<file path="src/rtl/tmr8_pkg.sv">
// Package: shared configuration layout for the prescaled timer.
// Assumes a 3-bit prescaler code, so the largest ratio is 1:256.
package tmr8_pkg;
    localparam int PS_SEL_W = 3;
    localparam int CFG_W    = 3 + PS_SEL_W;

    typedef struct packed {
        logic                ext_src;    // 1 = external pin, 0 = internal tick
        logic                fall_edge;  // 1 = high-to-low, 0 = low-to-high
        logic                ps_bypass;  // 1 = prescaler skipped
        logic [PS_SEL_W-1:0] ps_code;    // ratio 2^(code+1)
    } tmr_cfg_t;
endpackage

</file>
<file path="src/rtl/tmr_clk_src.sv">
// Module: source selection for the timer.
// It produces a one-cycle source tick, either from the internal
// instruction divider or from a synchronized, edge-detected external pin.
// Assumes ext_in is asynchronous to clk and each of its levels lasts at
// least two clock periods.
module tmr_clk_src #(
    parameter int INSTR_DIV = 4
) (
    input  logic clk,
    input  logic rst_n,
    input  logic ext_in,
    input  logic ext_src,
    input  logic fall_edge,
    output logic src_tick
);
    localparam int DIV_W = (INSTR_DIV > 1) ? $clog2(INSTR_DIV) : 1;

    logic       sync1, sync2, sync3;
    logic       ext_rise, ext_fall, ext_tick;
    logic       int_tick;

    // Two-flop synchronizer plus one history flop for edge detection.
    always_ff @(posedge clk) begin
        if (!rst_n) begin
            sync1 <= 1'b0;
            sync2 <= 1'b0;
            sync3 <= 1'b0;
        end else begin
            sync1 <= ext_in;
            sync2 <= sync1;
            sync3 <= sync2;
        end
    end

    // Edge detection on the synchronized pin.
    always_comb begin
        ext_rise = sync2 & ~sync3;
        ext_fall = ~sync2 & sync3;
        ext_tick = fall_edge ? ext_fall : ext_rise;
    end

    generate
        if (INSTR_DIV > 1) begin : g_div
            logic [DIV_W-1:0] div_cnt;

            // Free-running instruction-clock divider.
            always_ff @(posedge clk) begin
                if (!rst_n)
                    div_cnt <= '0;
                else if (div_cnt == DIV_W'(INSTR_DIV - 1))
                    div_cnt <= '0;
                else
                    div_cnt <= div_cnt + DIV_W'(1);
            end

            assign int_tick = (div_cnt == DIV_W'(INSTR_DIV - 1));

            a_r5_int_spacing: assert property (@(posedge clk) disable iff (!rst_n)
                int_tick |=> !int_tick);
        end else begin : g_nodiv
            assign int_tick = 1'b1;
        end
    endgenerate

    // Source multiplexer.
    always_comb src_tick = ext_src ? ext_tick : int_tick;

    a_r6_single_rise: assert property (@(posedge clk) disable iff (!rst_n)
        ext_rise |=> !ext_rise);
    a_r6_single_fall: assert property (@(posedge clk) disable iff (!rst_n)
        ext_fall |=> !ext_fall);
endmodule

</file>
<file path="src/rtl/tmr_prescale.sv">
// Module: power-of-two prescaler.
// Divides source ticks by 2^(code+1), or passes them straight through
// when bypassed. A count-register write resets the hidden count.
// The limit test uses >=, so a ratio lowered mid-count cannot stall.
module tmr_prescale #(
    parameter int SEL_W = 3
) (
    input  logic             clk,
    input  logic             rst_n,
    input  logic             src_tick,
    input  logic             bypass,
    input  logic [SEL_W-1:0] code,
    input  logic             restart,
    output logic             ps_tick
);
    localparam int PS_W = 1 << SEL_W;

    logic [PS_W-1:0] ps_cnt;
    logic [SEL_W:0]  shamt;
    logic [PS_W:0]   limit;
    logic            at_lim;

    // Ratio limit derived from the code: 2^(code+1) - 1.
    always_comb begin
        shamt   = {1'b0, code} + (SEL_W + 1)'(1);
        limit   = ({{PS_W{1'b0}}, 1'b1} << shamt) - (PS_W + 1)'(1);
        at_lim  = ({1'b0, ps_cnt} >= limit);
        ps_tick = src_tick & (bypass | at_lim);
    end

    // Hidden prescaler count, cleared by reset and by count writes.
    always_ff @(posedge clk) begin
        if (!rst_n || restart)
            ps_cnt <= '0;
        else if (src_tick && !bypass)
            ps_cnt <= at_lim ? '0 : ps_cnt + PS_W'(1);
    end

    a_r7_ps_restart: assert property (@(posedge clk) disable iff (!rst_n)
        restart |=> ps_cnt == '0);
    a_r4_ps_hold: assert property (@(posedge clk) disable iff (!rst_n)
        (!restart && (!src_tick || bypass)) |=> $stable(ps_cnt));
endmodule

</file>
<file path="src/rtl/tmr_count_core.sv">
// Module: count register and sticky overflow flag.
// Loads on a write, otherwise steps on each prescaled tick. A wrap from
// all ones sets the flag, and the set wins over a clear in the same cycle.
module tmr_count_core #(
    parameter int CNT_W = 8
) (
    input  logic             clk,
    input  logic             rst_n,
    input  logic             tick,
    input  logic             cnt_we,
    input  logic [CNT_W-1:0] cnt_wdata,
    input  logic             flag_clr,
    output logic [CNT_W-1:0] cnt,
    output logic             flag
);
    logic ovf;

    // A wrap occurs only on an accepted tick at all ones.
    always_comb ovf = tick & ~cnt_we & (&cnt);

    // Count register: a write has priority over a tick.
    always_ff @(posedge clk) begin
        if (!rst_n)
            cnt <= '0;
        else if (cnt_we)
            cnt <= cnt_wdata;
        else if (tick)
            cnt <= cnt + CNT_W'(1);
    end

    // Sticky overflow flag: set has priority over clear.
    always_ff @(posedge clk) begin
        if (!rst_n)
            flag <= 1'b0;
        else if (ovf)
            flag <= 1'b1;
        else if (flag_clr)
            flag <= 1'b0;
    end

    a_r2_step: assert property (@(posedge clk) disable iff (!rst_n)
        (tick && !cnt_we) |=> cnt == $past(cnt) + CNT_W'(1));
    a_r2_hold: assert property (@(posedge clk) disable iff (!rst_n)
        (!tick && !cnt_we) |=> $stable(cnt));
    a_r7_load: assert property (@(posedge clk) disable iff (!rst_n)
        cnt_we |=> cnt == $past(cnt_wdata));
    a_r3_wrap_sets: assert property (@(posedge clk) disable iff (!rst_n)
        ovf |=> flag);
    a_r3_sticky: assert property (@(posedge clk) disable iff (!rst_n)
        (flag && !flag_clr) |=> flag);
endmodule

</file>
<file path="src/rtl/prescaled_timer.sv">
// Module: top of the prescaled event timer.
// Holds the configuration register and wires source selection, the
// prescaler and the count core together. Reset selects the external pin,
// the falling edge and the prescaler bypass.
module prescaled_timer #(
    parameter int CNT_W     = 8,
    parameter int INSTR_DIV = 4
) (
    input  logic                      clk,
    input  logic                      rst_n,
    input  logic                      ext_in,
    input  logic                      cfg_we,
    input  logic [tmr8_pkg::CFG_W-1:0] cfg_wdata,
    output logic [tmr8_pkg::CFG_W-1:0] cfg_q,
    input  logic                      cnt_we,
    input  logic [CNT_W-1:0]          cnt_wdata,
    output logic [CNT_W-1:0]          cnt_q,
    input  logic                      flag_clr,
    output logic                      ovf_flag,
    input  logic                      irq_en,
    output logic                      irq
);
    import tmr8_pkg::*;

    tmr_cfg_t cfg;
    logic     src_tick;
    logic     ps_tick;

    // Configuration register, all ones at reset.
    always_ff @(posedge clk) begin
        if (!rst_n)
            cfg <= '1;
        else if (cfg_we)
            cfg <= tmr_cfg_t'(cfg_wdata);
    end

    tmr_clk_src #(.INSTR_DIV(INSTR_DIV)) u_src (
        .clk       (clk),
        .rst_n     (rst_n),
        .ext_in    (ext_in),
        .ext_src   (cfg.ext_src),
        .fall_edge (cfg.fall_edge),
        .src_tick  (src_tick)
    );

    tmr_prescale #(.SEL_W(PS_SEL_W)) u_ps (
        .clk      (clk),
        .rst_n    (rst_n),
        .src_tick (src_tick),
        .bypass   (cfg.ps_bypass),
        .code     (cfg.ps_code),
        .restart  (cnt_we),
        .ps_tick  (ps_tick)
    );

    tmr_count_core #(.CNT_W(CNT_W)) u_core (
        .clk       (clk),
        .rst_n     (rst_n),
        .tick      (ps_tick),
        .cnt_we    (cnt_we),
        .cnt_wdata (cnt_wdata),
        .flag_clr  (flag_clr),
        .cnt       (cnt_q),
        .flag      (ovf_flag)
    );

    // Readback and interrupt request.
    always_comb begin
        cfg_q = CFG_W'(cfg);
        irq   = ovf_flag & irq_en;
    end

    a_r10_cfg_write: assert property (@(posedge clk) disable iff (!rst_n)
        cfg_we |=> cfg_q == $past(cfg_wdata));
    a_r7_cfg_kept: assert property (@(posedge clk) disable iff (!rst_n)
        !cfg_we |=> $stable(cfg_q));
endmodule

</file>
<file path="config.mk">
export PLATFORM = sky130hd
export DESIGN_NAME = prescaled_timer
export DESIGN_NICKNAME = d
export VERILOG_FILES = /design/src/rtl/tmr8_pkg.sv /design/src/rtl/tmr_clk_src.sv /design/src/rtl/tmr_prescale.sv /design/src/rtl/tmr_count_core.sv /design/src/rtl/prescaled_timer.sv
export SDC_FILE = /design/constraint.sdc
export NUM_CORES = 1
export LEC_CHECK = 0
export ABC_AREA = 1
export BUFFER_PORTS_ARGS = -buffer_cell sky130_fd_sc_hd__buf_2
export CORE_MARGIN = 2
export CORE_UTILIZATION = 30
export DETAILED_ROUTE_END_ITERATION = 8
export GPL_TIMING_DRIVEN = 0
export SLEW_MARGIN = 0
export SYNTH_ARGS = -nofsm -noshare
export SYNTH_HDL_FRONTEND = slang
export SYNTH_SLANG_ARGS = --single-unit
</file>
<file path="constraint.sdc">
create_clock -name clk -period 3.1 [get_ports clk]
set_clock_uncertainty 0.1 [all_clocks]
set_input_delay 0 -clock clk [delete_from_list [all_inputs] [get_ports clk]]
set_output_delay 0 -clock clk [all_outputs]
set_load 0.05 [all_outputs]
</file>
# Word level (Yosys, flattened, before mapping)
# Cells that the tools add are included.
# classes
n_shift,1
order_cmp,1
bitwise_logic,11
addsub,5
reduce_logical,8
n_mux,7
eq_ne,1
# ops
cell,n
2-to-1 mux 8 bit,3
"adder 8 x 1 -> 8 bit, second input constant",2
>= comparator 8 x 9 -> 1 bit,1
"<< shifter 1 x 4 -> 9 bit, first input constant",1
"subtractor 9 x 1 -> 9 bit, second input constant",1
AND reduction 8 bit,1
AND 1 bit,6
"adder 3 x 1 -> 4 bit, second input constant",1
2-to-1 mux 1 bit,4
inverter 1 bit,4
nonzero test 2 bit,2
"adder 2 x 1 -> 2 bit, second input constant",1
"equality test 2 bit, second input constant",1
zero test 1 bit,2
OR reduction 2 bit,1
logical AND 1 bit,1
logical OR 1 bit,1
bitwise OR 1 bit,1
# word_totals
output_inout_bits,16
reg_bits,28
input_bits,21
word_cells,45

# Longest topological paths before layout
# logic_depth
word_depth,9
mapped_depth,19
ltp_nobuf,18

# Cells and area by module
# Synthesis repeated with hierarchy kept, for this count alone.
# unflattened
hier_cells,248
area_unflattened_um2,1684.1
# by_module_without_submodules
mod,instances,area_per_inst_um2,cells_per_inst
tmr_prescale,1,733.2,117
tmr_count_core,1,543.0,79
prescaled_timer,1,206.4,27
tmr_clk_src,1,201.4,25

# Worst setup path after synthesis
# Ideal clock, no wire load.
# synth_timing
kind,reg-to-reg
start,"register cfg, in the netlist cfg_q[0]"
end,register u_core.cnt[1]
path_slack_ns,0.385
n_path_buf,0
t_arrival_ns,2.500
synth_period_minus_slack_ns,2.715
path_stages_with_launch,18
path_cell_list,dfxtp_1 > inv_1 > nand2_1 > ha_1 > inv_1 > o21ai_0 > nand2_1 > ha_1 > nand2_1 > nand2_1 > nand2_1 > nand3_1 > nand2_4 > nand3_4 > nand2_8 > nand2_8 > nor2_1 > nor2_2
# synth_between
elab_chain_cells,7
# synth_lines
element,line,text
"start, declared",prescaled_timer.sv:25,tmr_cfg_t cfg;
"start signal, assigned",prescaled_timer.sv:34,cfg <= tmr_cfg_t'(cfg_wdata);
adder 3 x 1 -> 4 bit,tmr_prescale.sv:25,"shamt = {1'b0, code} + (SEL_W + 1)'(1);"
<< shifter 1 x 4 -> 9 bit,tmr_prescale.sv:26,"limit = ({{PS_W{1'b0}}, 1'b1} << shamt) - (PS_W + 1)'(1);"
subtractor 9 x 1 -> 9 bit,tmr_prescale.sv:26,
>= comparator 8 x 9 -> 1 bit,tmr_prescale.sv:27,"at_lim = ({1'b0, ps_cnt} >= limit);"
bitwise OR 1 bit,tmr_prescale.sv:28,ps_tick = src_tick & (bypass | at_lim);
AND 1 bit,tmr_prescale.sv:28,
nonzero test 2 bit (no source line),--,
"end signal, assigned",tmr_count_core.sv:26,cnt <= cnt_wdata;
"end signal, assigned",tmr_count_core.sv:28,cnt <= cnt + CNT_W'(1);
"end, declared",tmr_count_core.sv:13,"output logic [CNT_W-1:0] cnt,"
# Every way passes these cells.
# A chain may end at the register's enable or synchronous reset.

# Worst setup path after layout
# layout_timing
start,"register cfg, in the netlist cfg_q[1]"
end,register u_core.cnt[1]
# The elaborated chain is that of the path after synthesis.

==> metrics.md <==
| Metric | Value |
|---|---|
| Setup-failing EPs final | `0` |
| Sequential cell area fraction in the yosys report | `30.5%` |
| Port Buffers | `33` |
| Multi-input logic area | `roughly 1100 um2` |
| GRT Residual Overflow | `0` |
| Period minus WS final | `2.64 ns` |
| Largest family of logic cells by synthesized area | `simple AND/OR/NAND/NOR gates` |
| Worst Hold Class | `in2reg` |
| Slew HR | `55.3%` |
| Status | `completed` |
| Critical path startpoint | `cfg_q[1]` |
| Syn Std Cell Area | `1840 um2` |
| I/O pin count | `37` |
| Commonest non-fill, non-tap cell in the layout | `nand2_1` |
| # rows | `28` |
| Initial Utilization | `31.1%` |
| Max-cap violation count | `0` |
| Clock Latency Late Sink | `0.28 ns` |
| Pwr Density | `about 380 nW/um2` |
| Synth-to-layout area growth | `28.0%` |
| Tcrit/Tclk final | `85.3%` |
| Startpoint of the worst hold path | `cnt_wdata[0]` |
| Leak | `about 1.1 nW` |
| Drt pass-1 iters | `4` |
| Die Width | `82.3 um` |
| Simple-gate share of the synthesized area | `34.4%` |
| Met1 GRT Util | `15.9%` |
| Synth Area per Inst | `7.24 um2` |
| Fmax achieved | `0.378 GHz` |
| Register area | `561 um2` |
| Root buffer cell | `clkbuf_8` |
| WP data required | `3.19 ns` |
| Routed length per placed instance | `10.3 um` |
| Final core occ | `39.8%` |
| Crit path launch type | `flip-flop` |
| # fillers | `619` |
| Clock buffer depth | `2` |
| CTS tree | `built` |
| Post-synthesis mux area share | `0.544%` |
| Most frequent cells in the layout | `nand2_1, buf_2, inv_1, dfxtp_1, nand3_1` |
| First-pass GRT wire length | `6.74 mm` |
| GRT Util Overall | `12.7%` |
| Layout cells sized above 1 | `25.2%` |
| Unique cell type count in the Yosys netlist | `37` |
| XOR/XNOR Fraction of Synth Area | `3.81%` |
| Hpwl dp | `3.00 mm` |
| Crit Path Class | `reg2reg` |
| Die outline height | `82.3 um` |
| Pin count of the biggest net entering global routing | `17` |
| Synth Area in Compound Gates | `12.7%` |
| Tightest hold margin | `0.00336 ns` |
| Layout Nets | `roughly 340` |
| Post-synthesis adder-cell area fraction | `under 10%` |
| DP Worst Slack | `~0.47 ns` |
| Ant diodes | `0` |
| Core Area | `5920 um2` |
| Cells after Synth | `roughly 250` |
| Final worst-path setup slack | `0.455 ns` |
| Fin. Hold Viols | `0` |
| H-tree Lvls | `1` |
| Initial antenna violation count | `0` |
| GR Util met2 | `22.7%` |
| Max-slew violation count | `0` |
| Crit path DAT | `between 2 and 3 ns` |
| Setup TNS | `0 ns` |
| Worst Setup End Kind | `flip-flop` |
| RD Place Congestion | `roughly 0.76` |
| Drt via density | `4.51` |
| Drt drc | `0` |
| Met3 Resource Use GR | `2.28%` |
| GRT busiest layer | `met2` |
| Total number of vias | `between 1500 and 2000` |
| Crit-path max FO | `9` |
| Clock-pin slew on the worst setup and hold paths | `0.10 ns` |
| Slew of the pin with the lowest slew margin | `0.671 ns` |
| Yosys warns | `0` |
| VDD IR max | `0.000198 V` |
| CTS Sinks | `28` |
| Die ar. | `6770 um2` |
| Post-Route WL | `~4.0 mm` |
| RSZ-0062 raised after global routing | `false` |
| R2r startpoint | `cfg_q[1]` |
| Synth Register Bits | `28` |
| Resize count post-CTS | `0` |
| Final antenna-violating net count | `0` |
| TritonCTS buffer count | `3` |
| Vias in the first global route | `1570` |
| DR iter-0 viols | `73` |
-- metal layers --
metal	vias up	wire length, um
li1	930	-
met1	778	1860
met2	23	1970
met3	4	118
met4	0	29
met5	-	0
-- final timing paths --
path	cells past startpoint	to	slack, ns
setup / recovery	17	u_core.cnt[1]	0.46
hold / removal	5	u_core.cnt[0]	0.003
setup reg to reg	17	u_core.cnt[1]	0.46
hold reg to reg	2	u_src.sync2	0.33
-- timing repair --
item / 4_1_cts / 5_1_grt
setup endpoints to repair: 0 / 0
buffers inserted: 0 / 0
endpoints found under the hold margin: 15 / 0
hold buffers: 18 / 0
-- final cells by class --
class	instances	share of cell area (%)
Multi-Input combinational cell	186	46.9
Sequential cell	28	23.8
Timing Repair Buffer	51	14.7
Inverter	32	5.10
Tap cell	75	3.99
Buffer	9	2.45
Clock buffer	3	1.75
Clock inverter	1	1.28
-- flip-flops by register name, indices dropped and copies added (netlist names) --
register / count
cfg_q: 6
u_src.sync2: 1
u_core.flag: 1
u_src.sync1: 1
u_ps.ps_cnt: 8
u_core.cnt: 8
u_src.g_div.div_cnt: 2
u_src.sync3: 1
-- cells by family (layout without fill, tap and decap cells) --
family	count (synthesis)	in the layout
XOR/XNOR	8	8
AND/OR/NAND/NOR	125	125
AO/OA/AOI/OAI	38	38
buffers and inverters	41	96
adder cells (fa/ha/maj)	12	12
other	1	2
multiplexers	1	1
flip-flops	28	28
-- synthesized netlist by cell type --
| master | instances | area (um2) |
|---|---|---|
| a21o_1 | 1 | 7.51 |
| a21oi_1 | 13 | 65.1 |
| a21oi_2 | 7 | 61.3 |
| a22o_1 | 1 | 8.76 |
| buf_1 | 1 | 3.75 |
| buf_2 | 1 | 5.00 |
| buf_4 | 4 | 30.0 |
| buf_6 | 1 | 11.3 |
| clkbuf_1 | 2 | 7.51 |
| clkinv_1 | 1 | 3.75 |
| conb_1 | 1 | 3.75 |
| dfxtp_1 | 28 | 561 |
| ha_1 | 12 | 150 |
| inv_1 | 28 | 105 |
| inv_2 | 3 | 11.3 |
| mux2i_1 | 1 | 10.0 |
| nand2_1 | 56 | 210 |
| nand2_2 | 11 | 68.8 |
| nand2_4 | 1 | 11.3 |
| nand2_8 | 2 | 40.0 |
| nand3_1 | 22 | 110 |
| nand3_2 | 2 | 20.0 |
| nand3_4 | 1 | 17.5 |
| nand3b_1 | 1 | 7.51 |
| nand4_1 | 4 | 25.0 |
| nor2_1 | 13 | 48.8 |
| nor2_2 | 5 | 31.3 |
| nor3_1 | 3 | 15.0 |
| nor3b_1 | 2 | 15.0 |
| o211ai_2 | 1 | 12.5 |
| o21ai_0 | 13 | 65.1 |
| o21ai_1 | 1 | 5.00 |
| o21ai_2 | 1 | 8.76 |
| or2_1 | 1 | 6.26 |
| or2_2 | 1 | 6.26 |
| xnor2_1 | 3 | 26.3 |
| xor2_1 | 5 | 43.8 |
-- metrics by stage --
stage | power, mW | instances | instance area [um2]
after detailed placement | 0.599 | 363 | 2100
after floorplan | 0.553 | 255 | 1840
final | 0.902 | 385 | 2350
after CTS | 0.913 | 385 | 2350
after global placement | 0.596 | 363 | 2100
after global routing | 0.952 | 385 | 2350
-- report_power, final --
part | internal, mW | switching [mW] | leakage (nW)
logic | 0.0808 | 0.131 | 0.825
clock network | 0.173 | 0.122 | 0.0357
registers | 0.378 | 0.0176 | 0.230
-- worst max-delay path, stage by stage, from the launching register on --
cell	delay, ns
dfxtp_1	0.33
buf_6	0.13
nor2_2	0.12
nand2_1	0.07
ha_1	0.28
nor3_1	0.21
a21oi_1	0.07
ha_1	0.30
nand2_1	0.11
inv_1	0.05
nand2_1	0.06
nand3_1	0.11
nand2_2	0.12
nand3_4	0.10
nand2_8	0.11
nand2_8	0.09
nor2_1	0.14
nor2_2	0.05
No activity file was read; power rests on OpenSTA's default activity.
